### config.mk
export PLATFORM = sky130hd
export DESIGN_NAME = conv_sequencer
export DESIGN_NICKNAME = d
export VERILOG_FILES = /design/src/rtl/conv_seq_pkg.sv /design/src/rtl/conv_edge_sync.sv /design/src/rtl/conv_start_gate.sv /design/src/rtl/conv_slot_pipe.sv /design/src/rtl/conv_out_stage.sv /design/src/rtl/conv_sequencer.sv
export SDC_FILE = /design/constraint.sdc
export NUM_CORES = 1
export LEC_CHECK = 0
export ABC_AREA = 0
export BUFFER_PORTS_ARGS = -buffer_cell sky130_fd_sc_hd__buf_4
export CORE_UTILIZATION = 55
export CTS_BUF_LIST = sky130_fd_sc_hd__clkbuf_16
export CTS_CLUSTER_SIZE = 30
export DETAILED_ROUTE_END_ITERATION = 6
export GPL_TIMING_DRIVEN = 0
export HOLD_SLACK_MARGIN = 0.03
export PLACE_DENSITY = 0.75
export SLEW_MARGIN = 20
export SYNTH_ARGS = -nofsm -noshare
export SYNTH_HDL_FRONTEND = slang
export SYNTH_SLANG_ARGS = --single-unit
### constraint.sdc
create_clock -name clk -period 2.1 [get_ports clk]
set_clock_uncertainty 0.2 [all_clocks]
set_input_delay 0.105 -clock clk [delete_from_list [all_inputs] [get_ports clk]]
set_output_delay 0.105 -clock clk [all_outputs]
set_load 0.02 [all_outputs]
### src/rtl/conv_seq_pkg.sv
// Shared types and helpers for the conversion sequencer.
package conv_seq_pkg;

    // Output coding selection.
    typedef enum logic {
        CODE_OFFSET = 1'b0,
        CODE_TWOS   = 1'b1
    } code_e;

    // Number of in-flight slots needed for a latency and a minimum spacing.
    function automatic int slots_needed(input int lat, input int gap);
        return (lat + gap - 1) / gap;
    endfunction

endpackage

### src/rtl/conv_edge_sync.sv
// Brings the conversion clock into the system domain and produces a
// one-cycle pulse for each rising edge.
// Assumes: the conversion clock is slow enough that each level is seen
// for at least one system cycle.
module conv_edge_sync (
    input  logic clk,
    input  logic rst_n,
    input  logic async_in,
    output logic rise_o
);
    logic [2:0] shift_q;

    // Two synchronizing stages plus one history stage.
    always_ff @(posedge clk) begin
        if (!rst_n) shift_q <= '0;
        else        shift_q <= {shift_q[1:0], async_in};
    end

    assign rise_o = shift_q[1] & ~shift_q[2];

    // an edge pulse lasts one cycle only
    p_rise_single_r1: assert property (@(posedge clk) disable iff (!rst_n)
        rise_o |=> !rise_o);
endmodule

### src/rtl/conv_start_gate.sv
// Passes a launch request only if more than MIN_GAP cycles have elapsed
// since the last accepted launch. Rejected requests leave no state behind.
// Assumes: MIN_GAP >= 1.
module conv_start_gate #(
    parameter int MIN_GAP = 4
) (
    input  logic clk,
    input  logic rst_n,
    input  logic rise_i,
    output logic accept_o
);
    localparam int CW = $clog2(MIN_GAP + 2);
    localparam logic [CW-1:0] GAP_V = CW'(MIN_GAP);
    localparam logic [CW-1:0] SAT_V = CW'(MIN_GAP + 1);

    logic [CW-1:0] since_q;

    assign accept_o = rise_i && (since_q > GAP_V);

    // Count cycles since the last accepted launch, saturating once it is legal again.
    always_ff @(posedge clk) begin
        if (!rst_n)              since_q <= SAT_V;
        else if (accept_o)       since_q <= CW'(1);
        else if (since_q != SAT_V) since_q <= since_q + 1'b1;
    end

    // two launches are never accepted on adjacent cycles
    p_gap_hold_r4: assert property (@(posedge clk) disable iff (!rst_n)
        accept_o |=> !accept_o);
endmodule

### src/rtl/conv_slot_pipe.sv
// A ring of in-flight conversion slots. Each slot holds its captured word
// and counts down the latency on its own. Slots retire in launch order.
// Assumes: launches are spaced so that at most NSLOT are in flight.
module conv_slot_pipe #(
    parameter int DATA_W  = 8,
    parameter int LATENCY = 12,
    parameter int NSLOT   = 3
) (
    input  logic              clk,
    input  logic              rst_n,
    input  logic              start_i,
    input  logic [DATA_W-1:0] sample_i,
    output logic              done_o,
    output logic [DATA_W-1:0] word_o
);
    localparam int TW = $clog2(LATENCY);
    localparam int PW = (NSLOT > 1) ? $clog2(NSLOT) : 1;
    localparam logic [TW-1:0] TLOAD = TW'(LATENCY - 1);

    logic [NSLOT-1:0]  busy;
    logic [NSLOT-1:0]  done_vec;
    logic [DATA_W-1:0] dat [NSLOT];
    logic [PW-1:0]     wr_ptr, rd_ptr;

    // Advance a ring pointer with wrap.
    function automatic logic [PW-1:0] bump(input logic [PW-1:0] p);
        return (p == PW'(NSLOT - 1)) ? '0 : p + 1'b1;
    endfunction

    for (genvar i = 0; i < NSLOT; i++) begin : g_slot
        logic              busy_q;
        logic [TW-1:0]     tmr_q;
        logic [DATA_W-1:0] dat_q;

        assign busy[i]     = busy_q;
        assign dat[i]      = dat_q;
        assign done_vec[i] = busy_q && (tmr_q == '0);

        // Load on launch, count down while busy, free on retire.
        always_ff @(posedge clk) begin
            if (!rst_n) begin
                busy_q <= 1'b0;
                tmr_q  <= '0;
                dat_q  <= '0;
            end else if (start_i && wr_ptr == PW'(i)) begin
                busy_q <= 1'b1;
                tmr_q  <= TLOAD;
                dat_q  <= sample_i;
            end else if (done_vec[i] && rd_ptr == PW'(i)) begin
                busy_q <= 1'b0;
            end else if (busy_q) begin
                tmr_q  <= tmr_q - 1'b1;
            end
        end
    end

    assign done_o = done_vec[rd_ptr];
    assign word_o = dat[rd_ptr];

    // Move write pointer on launch and read pointer on retire.
    always_ff @(posedge clk) begin
        if (!rst_n) begin
            wr_ptr <= '0;
            rd_ptr <= '0;
        end else begin
            if (start_i) wr_ptr <= bump(wr_ptr);
            if (done_o)  rd_ptr <= bump(rd_ptr);
        end
    end

    // a launch never lands on an occupied slot
    p_no_overflow_r6: assert property (@(posedge clk) disable iff (!rst_n)
        start_i |-> !busy[wr_ptr]);
    // only the oldest slot can finish
    p_retire_order_r5: assert property (@(posedge clk) disable iff (!rst_n)
        (|done_vec) |-> done_vec[rd_ptr]);
    // at most one slot finishes per cycle
    p_single_retire_r5: assert property (@(posedge clk) disable iff (!rst_n)
        $onehot0(done_vec));
endmodule

### src/rtl/conv_out_stage.sv
// Applies the output coding, registers the result and shapes the valid
// strobe low for DV_LOW cycles after each update.
// Assumes: DV_LOW >= 1.
module conv_out_stage
    import conv_seq_pkg::*;
#(
    parameter int    DATA_W = 8,
    parameter int    DV_LOW = 3,
    parameter code_e CODING = CODE_OFFSET
) (
    input  logic              clk,
    input  logic              rst_n,
    input  logic              done_i,
    input  logic [DATA_W-1:0] word_i,
    output logic [DATA_W-1:0] data_o,
    output logic              valid_o
);
    localparam int DVW = $clog2(DV_LOW + 1);
    localparam logic [DATA_W-1:0] MSB_MASK = {1'b1, {(DATA_W-1){1'b0}}};

    logic [DATA_W-1:0] coded;
    logic [DVW-1:0]    low_q;

    if (CODING == CODE_TWOS) begin : g_twos
        assign coded = word_i ^ MSB_MASK;
    end else begin : g_offset
        assign coded = word_i;
    end

    // Register each retired result.
    always_ff @(posedge clk) begin
        if (!rst_n)      data_o <= '0;
        else if (done_i) data_o <= coded;
    end

    // Hold the strobe low for DV_LOW cycles after each update.
    always_ff @(posedge clk) begin
        if (!rst_n)           low_q <= '0;
        else if (done_i)      low_q <= DVW'(DV_LOW);
        else if (low_q != '0) low_q <= low_q - 1'b1;
    end

    assign valid_o = (low_q == '0);

    // an update always drops the strobe on the next cycle
    p_valid_drop_r3: assert property (@(posedge clk) disable iff (!rst_n)
        done_i |=> !valid_o);
    // without a retire the output holds
    p_out_hold_r2: assert property (@(posedge clk) disable iff (!rst_n)
        !done_i |=> $stable(data_o));
endmodule

### src/rtl/conv_sequencer.sv
// Top of the conversion sequencer: edge sync, launch spacing gate,
// in-flight slot ring and output stage.
// Assumes: 1 <= MIN_GAP < LATENCY, 1 <= DATA_W <= 32, DV_LOW >= 1.
module conv_sequencer
    import conv_seq_pkg::*;
#(
    parameter int    DATA_W  = 8,
    parameter int    LATENCY = 12,
    parameter int    MIN_GAP = 4,
    parameter int    DV_LOW  = 3,
    parameter code_e CODING  = CODE_OFFSET
) (
    input  logic              clk,
    input  logic              rst_n,
    input  logic              conv_clk,
    input  logic [DATA_W-1:0] sample_in,
    output logic [DATA_W-1:0] data_out,
    output logic              data_valid
);
    localparam int NSLOT = slots_needed(LATENCY, MIN_GAP);

    // Flag illegal parameter sets at elaboration.
    if (MIN_GAP < 1 || MIN_GAP >= LATENCY || DATA_W < 1 || DATA_W > 32 || DV_LOW < 1) begin : g_cfg_bad
        initial $error("conv_sequencer: need 1 <= MIN_GAP < LATENCY, 1 <= DATA_W <= 32, DV_LOW >= 1");
    end

    logic              rise;
    logic              launch;
    logic              retire;
    logic [DATA_W-1:0] retire_word;

    conv_edge_sync u_sync (
        .clk      (clk),
        .rst_n    (rst_n),
        .async_in (conv_clk),
        .rise_o   (rise)
    );

    conv_start_gate #(.MIN_GAP(MIN_GAP)) u_gate (
        .clk      (clk),
        .rst_n    (rst_n),
        .rise_i   (rise),
        .accept_o (launch)
    );

    conv_slot_pipe #(.DATA_W(DATA_W), .LATENCY(LATENCY), .NSLOT(NSLOT)) u_pipe (
        .clk      (clk),
        .rst_n    (rst_n),
        .start_i  (launch),
        .sample_i (sample_in),
        .done_o   (retire),
        .word_o   (retire_word)
    );

    conv_out_stage #(.DATA_W(DATA_W), .DV_LOW(DV_LOW), .CODING(CODING)) u_out (
        .clk     (clk),
        .rst_n   (rst_n),
        .done_i  (retire),
        .word_i  (retire_word),
        .data_o  (data_out),
        .valid_o (data_valid)
    );

    // a reset cycle leaves the outputs idle
    p_reset_state_r8: assert property (@(posedge clk)
        !rst_n |=> (data_valid && data_out == '0));
endmodule

Word-level counts from Yosys, hierarchy flattened
Cells that the tools add are included.

Flip-flop bits (word level): 59. Logic and storage cells: 105. Output and inout bits: 9. Bits of input ports: 11.

Bitwise operators: 7. Add/sub/neg operators: 7. $lt $le $gt $ge: 3. Reductions and logical operators: 35. Mux-type cells: 26. Eq/ne operators: 8.

Operator list (number): $mux W4 (9); $reduce_bool A2 Y1 (9); $bmux W8 S2 (1); $mux W8 (2); $logic_not A4 Y1 (3); $reduce_and A2 Y1 (6); $sub A4 B1 Y4 const B (3); $logic_and A1 B1 Y1 (10); $mux W2 (4); $reduce_or A2 Y1 (4); $mux W1 (7); $logic_not A2 Y1 (3); $mux W3 (2); $ne A2 B1 Y1 const B (3); $not A1 Y1 (5); $add A2 B1 Y2 const B (2); $eq A2 B1 Y1 const B (2); $eq A2 B2 Y1 const B (2); $add A3 B1 Y3 const B (1); $ge A3 B3 Y1 const B (1); $gt A3 B3 Y1 const B (1); $lt A2 B3 Y1 const B (1); $ne A3 B3 Y1 const B (1); $not A2 Y3 (1); other kinds (3) (3).

Logic depth before layout (Yosys ltp)
Depth after elaboration: 6. Gate-level depth with buffers: 8. Gate-level depth less buffers: 6.

Hierarchy
From an unflattened synthesis, not the netlist that was laid out.

Cell total of the unflattened synthesis: 313. Area, all modules: 2706.3 um^2.

Modules (own cells, without submodules): conv_slot_pipe (area an instance 2028.2 um^2, instances 1, sequential area each 860.8 um^2, cells each 249); conv_out_stage (area an instance 395.4 um^2, instances 1, sequential area each 200.2 um^2, cells each 34); conv_start_gate (area an instance 190.2 um^2, instances 1, sequential area each 60.1 um^2, cells each 23); conv_edge_sync (area an instance 92.6 um^2, instances 1, sequential area each 60.1 um^2, cells each 7).

Worst setup path before layout
Ideal clock, no wire load.

Path kind: flip-flop to flip-flop. From: register u_gate.since_q[0]. To: register u_pipe.g_slot[0].dat_q[1]. Cell stages (with the launch flop): 9. Buffers on the path: 2. Clock period less this slack: 1.952 ns. Setup time: 0.132 ns. Setup slack: 0.148 ns. Arrival: 1.620 ns. Required time: 1.768 ns. Path through: dfxtp_1 > inv_1 > ha_1 > nand4bb_1 > clkbuf_1 > or3_1 > clkbuf_1 > nand2_1 > a21oi_1.

Longest elaborated chain between the ends: 3.

RTL lines: start: declaration (line conv_start_gate.sv:16) `logic [CW-1:0] since_q;`; start signal: assignment (line conv_start_gate.sv:24) `else if (since_q != SAT_V) since_q <= since_q + 1'b1;`; $gt A3 B3 Y1 (line conv_start_gate.sv:18) `assign accept_o = rise_i && (since_q > GAP_V);`; $logic_and A1 B1 Y1 (line conv_start_gate.sv:18); $logic_and A1 B1 Y1 (line conv_slot_pipe.sv:45) `end else if (start_i && wr_ptr == PW'(i)) begin`; end signal: assignment (line conv_slot_pipe.sv:48) `dat_q <= sample_i;`; end: declaration (line conv_slot_pipe.sv:33) `logic [DATA_W-1:0] dat_q;`.

No other way between the ends. A chain may end at the register's enable or synchronous reset.

Final worst setup path
From: register u_gate.since_q[0]. To: register u_pipe.g_slot[1].dat_q[6].

Longest elaborated chain between the ends: 3.

RTL lines (line): $gt A3 B3 Y1 (conv_start_gate.sv:18); $logic_and A1 B1 Y1 (conv_start_gate.sv:18); $logic_and A1 B1 Y1 (conv_slot_pipe.sv:45); end signal: assignment (conv_slot_pipe.sv:48); end: declaration (conv_slot_pipe.sv:33).

No other way between the ends.

==> results.yml <==
run_status:
  status: "finished clean"
synth:
  synth-adder-area-share: 0.04866
  synth_top_family_by_area: "simple AND/OR/NAND/NOR gates"
  yosysWarningCount: 0
  synth-edff-count: 0
  ys.flop_type: "dfxtp_1"
  yosys-top-cells-area: "dfxtp_1 (46%), nand2_1 (7.7%), a21oi_1 (6.8%), ha_1 (4.9%), a211oi_2 (3.9%)"
  synth_top_area_frac: 0.4594
  yosysSeqAreaShare: 0.4594
  synth_compound_area_frac: 0.1820
  synth_cell_types: 39
  syn_area_sq_mm: 0.002571
  synth-simple-area-share: 0.2039
  synth_common_cells: "dfxtp_1 (59), nand2_1 (53), a21oi_1 (35), inv_1 (14), clkbuf_1 (11)"
  synth_fp_nets: 304
  synthArstFlopShare: 0
  synthXorXnorAreaFrac: 0.02725
  yosysTopAreaCell: "dfxtp_1"
  netlist_instances: 283
  synth_area_per_cell_sq_um: 9.086
  yosysMostFrequentCell: "dfxtp_1"
  synthMuxAreaShare: 0.02336
  synth_seq_cells: 59
finish:
  nets: 347
  diodes: 0
  syn2layout_area_growth_pct: 27.79
  fin_area_sq_mm: 0.003286
  drive_gt1_frac: 0.2085
sta:
  worstMarginPinSlew_ps: 704.9
  slew_violations: 0
  slew-limit-headroom: 0.5301
  clock.fmax_mhz: 492.5
  rsz0062_at_grt: "yes"
  period_share: 0.9668
  timing.hold.ws_ps: 83.54
  period_needed_ps: 2030
  hold_viol: 0
  finalSetupViolCount: 0
  fin_ws_ps: 69.65
flow_run:
  maxCapViolations: 0
setup_path:
  r2r-end: "u_pipe.g_slot[1].dat_q[6]"
  crit_buf_inv: 2
  cpMaxStageDelayCell: "nor4bb_2"
  cp-end-kind: "flip-flop"
  crit_path_max_fanout: 10
  r2r-start: "u_gate.since_q[0]"
  slowest_delay_ps: 420
  critPathKind: "flip-flop to flip-flop"
  r2r_slack_ps: 70
  cp.required_ps: 2070
  reg2regPathDepth: 7
  path_cells: "inv_1 > ha_1 > nor4bb_2 > nand3_1 > clkbuf_2 > nand2_1 > a21oi_1"
  start_kind: "flip-flop"
  critPathArrivalTime_ps: 2000
  crit_family: "simple AND/OR/NAND/NOR gates"
route:
  wire_per_inst_um: 16.52
  drt_iter0_markers: 178
  ant_nets: 0
  routed-via-count: 2246
  routed_wl_um: 6328
  drt_first_pass_iters: 5
  viasPerCell: 5.864
  drc: 0
floorplanning:
  die_area_sq_mm: 0.004953
  core_sq_mm: 0.004414
  die_height_um: 70.38
  fp.dieW_um: 70.38
  start_util: 0.5825
  rows: 24
  io-pin-count: 20
grt:
  met2_usage: 0.4603
  overflow: 0
  grt_util_met3: 0.06205
  grt_pass1_vias: 2174
  grt_most_used_layer: "met2"
  grt_usage: 0.2796
  antenna_found_initial: 0
  grt_max_degree: 11
  met1_usage: 0.3461
  grt_pass1_wl_um: 10470
hold_path:
  min_to: "u_gate.since_q[2]"
  hold_class: "primary input to flip-flop"
  whs_path_depth: 3
  min_from: "rst_n"
clocking:
  clk_path_buf_depth: 2
  cts_max_level: 3
  clk_pin_slew_ps: 50
  cts_tree: "yes"
  numCtsBuffers: 9
  clock_latency_ps: 320
  clock-root-buffer: "clkbuf_16"
  clock-sinks: 59
placement:
  gp_congestion: 0.8068
  dp_hpwl_um: 3857
  pre_cts_ws_ps: -155.9
  place_area_sq_mm: 0.002779
  io_buffers: 19
pwr:
  max-vdd-ir-drop_mv: 0.5724
  p_leak_nw: 1.233
  power_density_mw_per_mm2: 1017
layout by cell type (no fill, tap or decap), types with 2 or more instances in the layout:
| cell | Yosys | routed |
|---|---|---|
| a211oi_1 | 2 | 2 |
| a211oi_2 | 8 | 8 |
| a21oi_1 | 35 | 35 |
| a222oi_1 | 6 | 6 |
| a31oi_1 | 3 | 3 |
| and2_1 | 3 | 3 |
| and4_1 | 2 | 2 |
| buf_2 | 3 | 2 |
| buf_4 | 0 | 25 |
| buf_6 | 3 | 4 |
| bufinv_16 | 0 | 2 |
| clkbuf_1 | 11 | 7 |
| clkbuf_16 | 0 | 9 |
| clkinv_2 | 0 | 2 |
| dfxtp_1 | 59 | 57 |
| dfxtp_2 | 0 | 2 |
| dlygate4sd3_1 | 0 | 9 |
| ha_1 | 10 | 10 |
| inv_1 | 14 | 16 |
| mux2i_1 | 6 | 6 |
| nand2_1 | 53 | 53 |
| nand3_1 | 2 | 2 |
| nand4bb_1 | 2 | 2 |
| nor2_1 | 7 | 7 |
| nor2b_1 | 3 | 3 |
| nor3_1 | 7 | 7 |
| nor3_4 | 0 | 2 |
| nor4_1 | 9 | 9 |
| o21a_1 | 5 | 5 |
| o21ai_0 | 4 | 3 |
| o311ai_0 | 2 | 2 |
| or3_4 | 0 | 3 |
| xnor2_1 | 5 | 5 |
| xor2_1 | 3 | 3 |
sequential cells by signal (all words and copies together) (netlist names):
name / flops
u_gate.since_q: 3
u_out.data_o: 8
u_out.low_q: 2
u_pipe.g_slot.busy_q: 3
u_pipe.g_slot.dat_q: 24
u_pipe.g_slot.tmr_q: 12
u_pipe.rd_ptr: 2
u_pipe.wr_ptr: 2
u_sync.shift_q: 3
power breakdown:
part / leakage [nW] / total [W] / internal, W / switching (W)
registers: 0.478 / 0.00127 / 0.00121 / 0.0000576
clock network: 0.158 / 0.00151 / 0.00102 / 0.000488
logic: 0.598 / 0.000565 / 0.000272 / 0.000292
stage by stage:
stage | TNS [ps] | std cells | power [W] | util
2_1_floorplan | 0 | 283 | 0.001661 | -
3_3_place_gp | -2715 | 354 | 0.001778 | 0.6295
3_5_place_dp | -4054 | 354 | 0.001799 | 0.6295
5_1_grt | -26.14 | 383 | 0.003472 | 0.7443
4_1_cts | 0 | 384 | 0.003329 | 0.7418
6_report | 0 | 383 | 0.003343 | 0.7443
worst register-to-register path: cells and delay by family, from the launching register on:
kind	cells	cell delay, ps
buf+inv	2	310
simple gates	3	720
flops	1	350
compound gates	1	90
fa+ha+maj	1	210
metal layers:
metal	vias to the layer above	share of wire
met5	-	0
met4	0	0.021
met3	15	0.074
met2	72	0.50
met1	1072	0.41
li1	1087	-
what timing repair did:
| action | 4_1_cts | 5_1_grt |
|---|---|---|
| hold buffers | 9 | 0 |
| pin swaps | 2 | 1 |
| setup endpoints to repair | 47 | 39 |
| gates resized for setup | 15 | 9 |
| buffers inserted | 5 | 0 |
| endpoints found under the hold margin | 25 | 0 |
| cloned | 0 | 0 |
cell families after synthesis:
kind of cell / Yosys count
DFF: 59
adders and majority gates: 10
AOI/OAI and AO/OA: 68
xor gates and xnor gates: 8
muxes: 6
and+or+nand+nor: 101
buffers and inverters: 31
worst max-delay path by stage:
stage | depth (start not counted) | to | slack, ps | start
floorplan | 8 | u_pipe.g_slot[0].dat_q[1] | 150 | u_gate.since_q[0]
global placement | 8 | u_pipe.g_slot[2].dat_q[3] | -120 | u_gate.since_q[0]
detailed placement | 7 | u_out.data_o[4] | -160 | u_pipe.g_slot[2].tmr_q[0]
CTS | 8 | u_out.low_q[1] | 10 | u_pipe.g_slot[0].tmr_q[0]
global route | 7 | u_pipe.g_slot[1].dat_q[0] | -30 | u_gate.since_q[0]
finish | 7 | u_pipe.g_slot[1].dat_q[6] | 70 | u_gate.since_q[0]
cell type report:
type                       count  area, sq um
timing repair buffer          33        270.3
clock inverter                 7        85.08
inverter                      14        52.55
fill                         318         1129
buffer                        16        108.9
multi-input combinational    193         1295
clock buffer                   9        225.2
sequential                    59         1184
tap                           52        65.06
Note: power is estimated with default switching activity, not from simulation.
